$ cat src/rtl/spi_phase_pkg.sv
package spi_phase_pkg;
  typedef enum logic {
    PH_DATA = 1'b0,
    PH_ADDR = 1'b1
  } phase_e;

  localparam int CMD_W = 8;
endpackage

$ cat src/rtl/spi_pin_sync.sv
module spi_pin_sync #(
  parameter int STAGES = 2
) (
  input  logic clk_i,
  input  logic resync_n_i,
  input  logic sclk_i,
  input  logic cs_n_i,
  input  logic sdi_i,
  output logic rise_o,
  output logic fall_o,
  output logic sel_o,
  output logic sdi_o
);
  logic [STAGES-1:0] sclk_q, csn_q, sdi_q;
  logic              sclk_last_q;

  generate
    if (STAGES == 1) begin : g_one
      always_ff @(posedge clk_i) begin
        if (!resync_n_i) begin
          sclk_q <= '0;
          csn_q  <= '1;
          sdi_q  <= '0;
        end else begin
          sclk_q <= sclk_i;
          csn_q  <= cs_n_i;
          sdi_q  <= sdi_i;
        end
      end
    end else begin : g_chain
      always_ff @(posedge clk_i) begin
        if (!resync_n_i) begin
          sclk_q <= '0;
          csn_q  <= '1;
          sdi_q  <= '0;
        end else begin
          sclk_q <= {sclk_q[STAGES-2:0], sclk_i};
          csn_q  <= {csn_q[STAGES-2:0], cs_n_i};
          sdi_q  <= {sdi_q[STAGES-2:0], sdi_i};
        end
      end
    end
  endgenerate

  always_ff @(posedge clk_i) begin
    if (!resync_n_i) sclk_last_q <= 1'b0;
    else             sclk_last_q <= sclk_q[STAGES-1];
  end

  assign rise_o = sclk_q[STAGES-1] & ~sclk_last_q;
  assign fall_o = ~sclk_q[STAGES-1] & sclk_last_q;
  assign sel_o  = ~csn_q[STAGES-1];
  assign sdi_o  = sdi_q[STAGES-1];

  // an edge pulse lasts exactly one clock
  assert_edge_single_R6: assert property (@(posedge clk_i) disable iff (!resync_n_i)
    (rise_o || fall_o) |=> !(rise_o || fall_o));
endmodule

$ cat src/rtl/spi_frame_seq.sv
module spi_frame_seq
  import spi_phase_pkg::*;
#(
  parameter int DATA_W   = 8,
  parameter int ADDR_W   = 7,
  parameter int NUM_REGS = 16
) (
  input  logic              clk_i,
  input  logic              resync_n_i,
  input  logic              burst_en_i,
  input  logic              rise_i,
  input  logic              fall_i,
  input  logic              sel_i,
  input  logic              sdi_i,
  input  logic [DATA_W-1:0] rd_data_i,
  output logic [ADDR_W-1:0] rd_addr_o,
  output logic              wr_en_o,
  output logic [ADDR_W-1:0] wr_addr_o,
  output logic [DATA_W-1:0] wr_data_o,
  output logic              sdo_o,
  output logic              addr_phase_o
);
  localparam int             CNT_W = $clog2(DATA_W);
  localparam logic [CNT_W-1:0] LAST = CNT_W'(DATA_W - 1);

  phase_e            phase_q;
  logic [CNT_W-1:0]  cnt_q;
  logic [DATA_W-1:0] rx_q, tx_q;
  logic [CMD_W-1:0]  cmd_q;
  logic              sdo_q, wr_en_q;
  logic [ADDR_W-1:0] wr_addr_q;
  logic [DATA_W-1:0] wr_data_q;

  logic              step, take, shift_out, is_read;
  logic [DATA_W-1:0] rx_next;

  assign step      = sel_i && !burst_en_i;
  assign take      = step && rise_i;
  assign shift_out = step && fall_i && (phase_q == PH_DATA);
  assign rx_next   = {rx_q[DATA_W-2:0], sdi_i};
  assign is_read   = cmd_q[CMD_W-1];

  always_ff @(posedge clk_i) begin
    if (!resync_n_i) begin
      phase_q   <= PH_ADDR;
      cnt_q     <= '0;
      rx_q      <= '0;
      cmd_q     <= '0;
      wr_en_q   <= 1'b0;
      wr_addr_q <= '0;
      wr_data_q <= '0;
    end else begin
      wr_en_q <= 1'b0;
      if (take) begin
        rx_q <= rx_next;
        if (cnt_q == LAST) begin
          cnt_q <= '0;
          if (phase_q == PH_ADDR) begin
            cmd_q   <= rx_next[CMD_W-1:0];
            phase_q <= PH_DATA;
          end else begin
            phase_q <= PH_ADDR;
            if (!is_read && (cmd_q[ADDR_W-1:0] < ADDR_W'(NUM_REGS))) begin
              wr_en_q   <= 1'b1;
              wr_addr_q <= cmd_q[ADDR_W-1:0];
              wr_data_q <= rx_next;
            end
          end
        end else begin
          cnt_q <= cnt_q + 1'b1;
        end
      end
    end
  end

  // Output shifter: loads on the first falling edge of the data byte
  always_ff @(posedge clk_i) begin
    if (!resync_n_i) begin
      sdo_q <= 1'b0;
      tx_q  <= '0;
    end else if (take && (cnt_q == LAST) && (phase_q == PH_DATA)) begin
      sdo_q <= 1'b0;
    end else if (shift_out) begin
      if (cnt_q == '0) begin
        sdo_q <= is_read & rd_data_i[DATA_W-1];
        tx_q  <= {rd_data_i[DATA_W-2:0], 1'b0};
      end else begin
        sdo_q <= is_read & tx_q[DATA_W-1];
        tx_q  <= {tx_q[DATA_W-2:0], 1'b0};
      end
    end
  end

  assign rd_addr_o    = cmd_q[ADDR_W-1:0];
  assign wr_en_o      = wr_en_q;
  assign wr_addr_o    = wr_addr_q;
  assign wr_data_o    = wr_data_q;
  assign sdo_o        = sdo_q;
  assign addr_phase_o = (phase_q == PH_ADDR);

  // phase moves only on an accepted rising edge
  assert_phase_hold_R6: assert property (@(posedge clk_i) disable iff (!resync_n_i)
    !take |=> $stable(phase_q));
  // a phase lasts exactly one full byte
  assert_byte_len_R3: assert property (@(posedge clk_i) disable iff (!resync_n_i)
    (phase_q != $past(phase_q)) |-> ($past(cnt_q) == LAST));
  // resync returns to the start of a command byte
  assert_resync_start_R7: assert property (@(posedge clk_i)
    !resync_n_i |=> (phase_q == PH_ADDR && cnt_q == '0));
endmodule

$ cat src/rtl/spi_reg_bank.sv
module spi_reg_bank #(
  parameter int DATA_W   = 8,
  parameter int ADDR_W   = 7,
  parameter int NUM_REGS = 16
) (
  input  logic              clk_i,
  input  logic              resync_n_i,
  input  logic              wr_en_i,
  input  logic [ADDR_W-1:0] wr_addr_i,
  input  logic [DATA_W-1:0] wr_data_i,
  input  logic [ADDR_W-1:0] rd_addr_i,
  output logic [DATA_W-1:0] rd_data_o
);
  localparam int IDX_W = (NUM_REGS > 1) ? $clog2(NUM_REGS) : 1;

  logic [DATA_W-1:0]   mem [NUM_REGS];
  logic [NUM_REGS-1:0] valid_q;
  logic [DATA_W-1:0]   rd_q;
  logic [IDX_W-1:0]    widx, ridx;
  logic                rd_hit;

  assign widx   = wr_addr_i[IDX_W-1:0];
  assign ridx   = rd_addr_i[IDX_W-1:0];
  assign rd_hit = (rd_addr_i < ADDR_W'(NUM_REGS)) && valid_q[ridx];

  // Storage array: no reset, so it maps to RAM
  always_ff @(posedge clk_i) begin
    if (wr_en_i) mem[widx] <= wr_data_i;
  end

  // Per-word valid flags give the clear-on-resync behaviour
  always_ff @(posedge clk_i) begin
    if (!resync_n_i)  valid_q <= '0;
    else if (wr_en_i) valid_q[widx] <= 1'b1;
  end

  always_ff @(posedge clk_i) begin
    if (!resync_n_i) rd_q <= '0;
    else             rd_q <= rd_hit ? mem[ridx] : '0;
  end

  assign rd_data_o = rd_q;

  // the sequencer never forwards an out-of-range write
  assert_wr_in_range_R8: assert property (@(posedge clk_i) disable iff (!resync_n_i)
    wr_en_i |-> (wr_addr_i < ADDR_W'(NUM_REGS)));
  // a fresh resync leaves the bank empty
  assert_bank_clear_R1: assert property (@(posedge clk_i)
    !resync_n_i |=> (valid_q == '0 && rd_q == '0));
endmodule

$ cat src/rtl/spi_phase_target.sv
module spi_phase_target #(
  parameter int DATA_W      = 8,
  parameter int ADDR_W      = 7,
  parameter int NUM_REGS    = 16,
  parameter int SYNC_STAGES = 2
) (
  input  logic clk_i,
  input  logic resync_n_i,
  input  logic burst_en_i,
  input  logic sclk_i,
  input  logic cs_n_i,
  input  logic sdi_i,
  output logic sdo_o,
  output logic addr_phase_o
);
  logic              rise, fall, sel, sdi_s;
  logic [ADDR_W-1:0] rd_addr, wr_addr;
  logic [DATA_W-1:0] rd_data, wr_data;
  logic              wr_en;

  spi_pin_sync #(.STAGES(SYNC_STAGES)) u_sync (
    .clk_i      (clk_i),
    .resync_n_i (resync_n_i),
    .sclk_i     (sclk_i),
    .cs_n_i     (cs_n_i),
    .sdi_i      (sdi_i),
    .rise_o     (rise),
    .fall_o     (fall),
    .sel_o      (sel),
    .sdi_o      (sdi_s)
  );

  spi_frame_seq #(.DATA_W(DATA_W), .ADDR_W(ADDR_W), .NUM_REGS(NUM_REGS)) u_seq (
    .clk_i        (clk_i),
    .resync_n_i   (resync_n_i),
    .burst_en_i   (burst_en_i),
    .rise_i       (rise),
    .fall_i       (fall),
    .sel_i        (sel),
    .sdi_i        (sdi_s),
    .rd_data_i    (rd_data),
    .rd_addr_o    (rd_addr),
    .wr_en_o      (wr_en),
    .wr_addr_o    (wr_addr),
    .wr_data_o    (wr_data),
    .sdo_o        (sdo_o),
    .addr_phase_o (addr_phase_o)
  );

  spi_reg_bank #(.DATA_W(DATA_W), .ADDR_W(ADDR_W), .NUM_REGS(NUM_REGS)) u_bank (
    .clk_i      (clk_i),
    .resync_n_i (resync_n_i),
    .wr_en_i    (wr_en),
    .wr_addr_i  (wr_addr),
    .wr_data_i  (wr_data),
    .rd_addr_i  (rd_addr),
    .rd_data_o  (rd_data)
  );

  // output pin is silent during the command byte
  assert_sdo_quiet_R10: assert property (@(posedge clk_i) disable iff (!resync_n_i)
    addr_phase_o |-> !sdo_o);
endmodule

$ cat config.mk
export PLATFORM = sky130hd
export DESIGN_NAME = spi_phase_target
export DESIGN_NICKNAME = d
export VERILOG_FILES = /design/src/rtl/spi_phase_pkg.sv /design/src/rtl/spi_pin_sync.sv /design/src/rtl/spi_frame_seq.sv /design/src/rtl/spi_reg_bank.sv /design/src/rtl/spi_phase_target.sv
export SDC_FILE = /design/constraint.sdc
export NUM_CORES = 1
export LEC_CHECK = 0
export BUFFER_PORTS_ARGS = -buffer_cell sky130_fd_sc_hd__clkbuf_2
export CAP_MARGIN = 25
export CORE_ASPECT_RATIO = 1.4
export CORE_MARGIN = 2
export CORE_UTILIZATION = 30
export CTS_CLUSTER_DIAMETER = 40
export CTS_CLUSTER_SIZE = 24
export DETAILED_ROUTE_END_ITERATION = 10
export GPL_ROUTABILITY_DRIVEN = 0
export GPL_TIMING_DRIVEN = 0
export SLEW_MARGIN = 0
export SYNTH_ARGS = -nofsm -noshare
export SYNTH_HDL_FRONTEND = slang
export SYNTH_SLANG_ARGS = --single-unit
$ cat constraint.sdc
create_clock -name clk_i -period 1.9 [get_ports clk_i]
set_clock_uncertainty 0.05 [all_clocks]
set_input_delay 0.19 -clock clk_i [delete_from_list [all_inputs] [get_ports clk_i]]
set_output_delay 0.19 -clock clk_i [all_outputs]
set_load 0.05 [all_outputs]
==> results by group <==
Setup path
  • CP required: 1900 ps
  • Worst path cell trace: or3b_1 -> nor2_1
  • Critical path class: reg -> reg
  • RR Startpoint: u_seq.wr_en_o
  • Startpoint Class: flip-flop
  • Critical path endpoint category: flip-flop
  • CP startpoint: u_seq.wr_en_o
  • Critical path's top delay family: simple AND/OR/NAND/NOR gates
  • Crit path buf inv count: 0
  • Worst Path Max Fanout: 9
  • Worst-path cell with the longest stage delay: nor2_1
  • CP max stage delay: 730 ps
  • Crit path DAT: 1980 ps

Synthesis
  • Synth Instances: 482
  • Synth Register Bits: 199
  • Yosys Warn Count: 0
  • Synth Flop Type: edfxtp_1
  • Mapped Area: 7558 um^2
  • Post-synth EDFFs: 128
  • Sequential element share of the synthesized area: 69.66%
  • Yosys cell types: 41
  • Ys async rst share: 0%
  • Syn Nets: 491
  • Mapped Avg Cell Area: 15.68 um^2

Timing
  • Hold Worst Slack: 177.0 ps
  • FMAX: 503.8 MHz
  • Final worst-path setup slack: -84.96 ps
  • Final setup fails: 32
  • Pins Over Slew Limit: 0
  • Final worst path period share: 104.5%
  • RSZ-0062 raised after global routing: true
  • Minimum clock period: 1985 ps
  • Worst-Margin Slew: 901.8 ps
  • Relative slew slack: 39.66%
  • Setup TNS: -1137 ps
  • Final-report hold violation count: 0

Power and ir drop
  • Peak supply drop: 0.5817 mV
  • Pwr per Cell Area: 902.9 nW/um^2
  • Leak: 0.002652 uW

Floorplanning
  • Die area: 26,500 um^2
  • DIE HEIGHT: 191.8 um
  • Initial core utilization: 30.63%
  • Core area: 24,670 um^2
  • Row cnt: 68
  • Die width: 138.2 um
  • I/O pins: 8

Clock network
  • CTS Root Cell: clkbuf_16
  • Cts bufs inserted: 17
  • Reg clk slew, reported paths: 70 ps
  • Max clock buf depth: 2
  • H-tree depth: 4
  • CTS sink cnt: 199
  • Worst-Skew Late Latency: 420 ps
  • CTS tree: done

Layout
  • Finished Core Util: 35.65%
  • Fin nets: 528
  • Non-filler cells, final: 847
  • N_diodes: 0
  • Fraction of layout cells with a size suffix above 1: 24.25%
  • Area grow syn2layout: 16.37%

Global route
  • GRT Util Overall: 12.40%
  • Vias in the first global route: 4,314
  • GRT Residual Overflow: 0
  • Initial antenna violation count: 0
  • Largest net degree at the start of global routing: 20
  • First-pass GRT wire length: 24.64 mm

Min path
  • Critical hold path startpoint: burst_en_i
  • Hold WC Path Type: in -> reg

Routing
  • DRC: 0
  • Via density: 4.765
  • Starting DRT DRC Count: 250
  • Drt pass-1 iters: 5
  • DR vias: 4,036
  • Drt total wl: 15.67 mm
  • WL per Instance: 18.50 um
  • Final ANT Viol Nets: 0

Place
  • Post-DP HPWL: 10.62 mm
  • Dpl cells: 806
  • Port-buffer cells: 7
  • Place WS: -245.0 ps

Flow run
  • Max cap viols: 0

Outcome
  • Status: complete, but fails checks
  • Failing checks: negative setup slack
-- final cells by class --
cell class,instances,area [um^2]
fill,2364,15880
sequential,199,5269
multi-input combinational,252,2205
clock buffer,18,429.2
tap,315,394.1
timing repair buffer,21,192.7
buffer,24,173.9
clock inverter,14,117.6
inverter,4,15.01
-- sequential cells by signal (all words and copies together), names as in the netlist --
register	flops
u_bank.mem	128
u_bank.rd_data_o	8
u_bank.valid_q	16
u_seq.addr_phase_o	1
u_seq.cmd_q	8
u_seq.cnt_q	3
u_seq.rx_q	7
u_seq.sdo_o	1
u_seq.tx_q	7
u_seq.wr_addr_o	4
u_seq.wr_data_o	8
u_seq.wr_en_o	1
u_sync.csn_q	2
u_sync.sclk_last_q	1
u_sync.sclk_q	2
u_sync.sdi_q	2
-- Yosys cell counts (2+ instances only) --
library cell    n  area share [%]
edfxtp_1      128              51
nor2_1         74             3.7
dfxtp_1        71              19
mux4_2         33             9.8
mux2i_1        28             3.7
nand2_1        21             1.0
a22oi_1        16             1.6
a21oi_1        13            0.86
clkbuf_1       11            0.55
a22oi_2         8             1.3
nand2b_1        7            0.58
a211oi_1        6            0.60
and2_1          6            0.50
buf_2           6            0.40
nand3_1         5            0.33
nand3b_1        5            0.50
nor3_1          5            0.33
buf_1           4            0.20
buf_6           4            0.60
mux2_1          4            0.60
ha_1            3            0.50
nor2b_1         3            0.25
and3_1          2            0.17
inv_1           2           0.099
-- through the flow --
stage	cell area [um^2]	power, uW
3_3_place_gp	7988	4690
4_1_cts	8777	8014
3_5_place_dp	8013	4691
2_1_floorplan	7559	4673
5_1_grt	8796	8200
6_report	8796	7942
-- placed cells by master, fill, tap and decap left out, types with 7 or more instances in the layout --
master     count
a21oi_1       13
a22oi_2       19
buf_4         12
clkbuf_1      11
clkbuf_16     17
clkbuf_2       9
dfxtp_1       70
edfxtp_1     128
mux2i_1       28
mux4_2        33
nand2_1       21
nand2b_1       7
nor2_1        68
-- path summary, 6_finish.rpt --
check | to | slack [ps] | depth (start not counted)
min | u_seq.sdo_o | 180 | 5
max | u_bank.mem[12][0] | -80 | 2
max reg2reg | u_bank.mem[12][0] | -80 | 2
min reg2reg | u_sync.csn_q[1] | 370 | 1
-- per-layer routing --
metal / global-route usage, % / up-vias / routed length (um)
li1: - / 1891 / -
met5: 0 / - / 0
met2: 23.21 / 83 / 8689
met3: 2.319 / 14 / 595
met1: 13.89 / 2048 / 6058
met4: 4.945 / 0 / 330
-- where the power goes --
group,switching [uW],internal (uW)
combinational,30.1,15.7
sequential,3.28,4550
clock,1630,1710
total,1660,6280
-- repair_timing --
item,CTS,global route
gates resized for setup,27,9
endpoints found under the setup margin,67,102
cloned,1,0
hold buffers,3,0
buffers inserted,6,3
hold endpoints to repair,3,0
pin swaps,9,5
-- kinds of logic after synthesis --
logic type	Yosys count	synth area share [%]
flops	199	69.66
simple gates	135	8.211
mux	66	14.29
compound gates	48	5.049
buf+inv	31	2.301
fa+ha+maj	3	0.4967
-- worst min-delay path, stage by stage --
cell      delay, ps
clkbuf_2        100
nor4b_2          70
nand2_1          60
o21ai_0          70
a21oi_1         120
(Power assumes the default switching activity.)
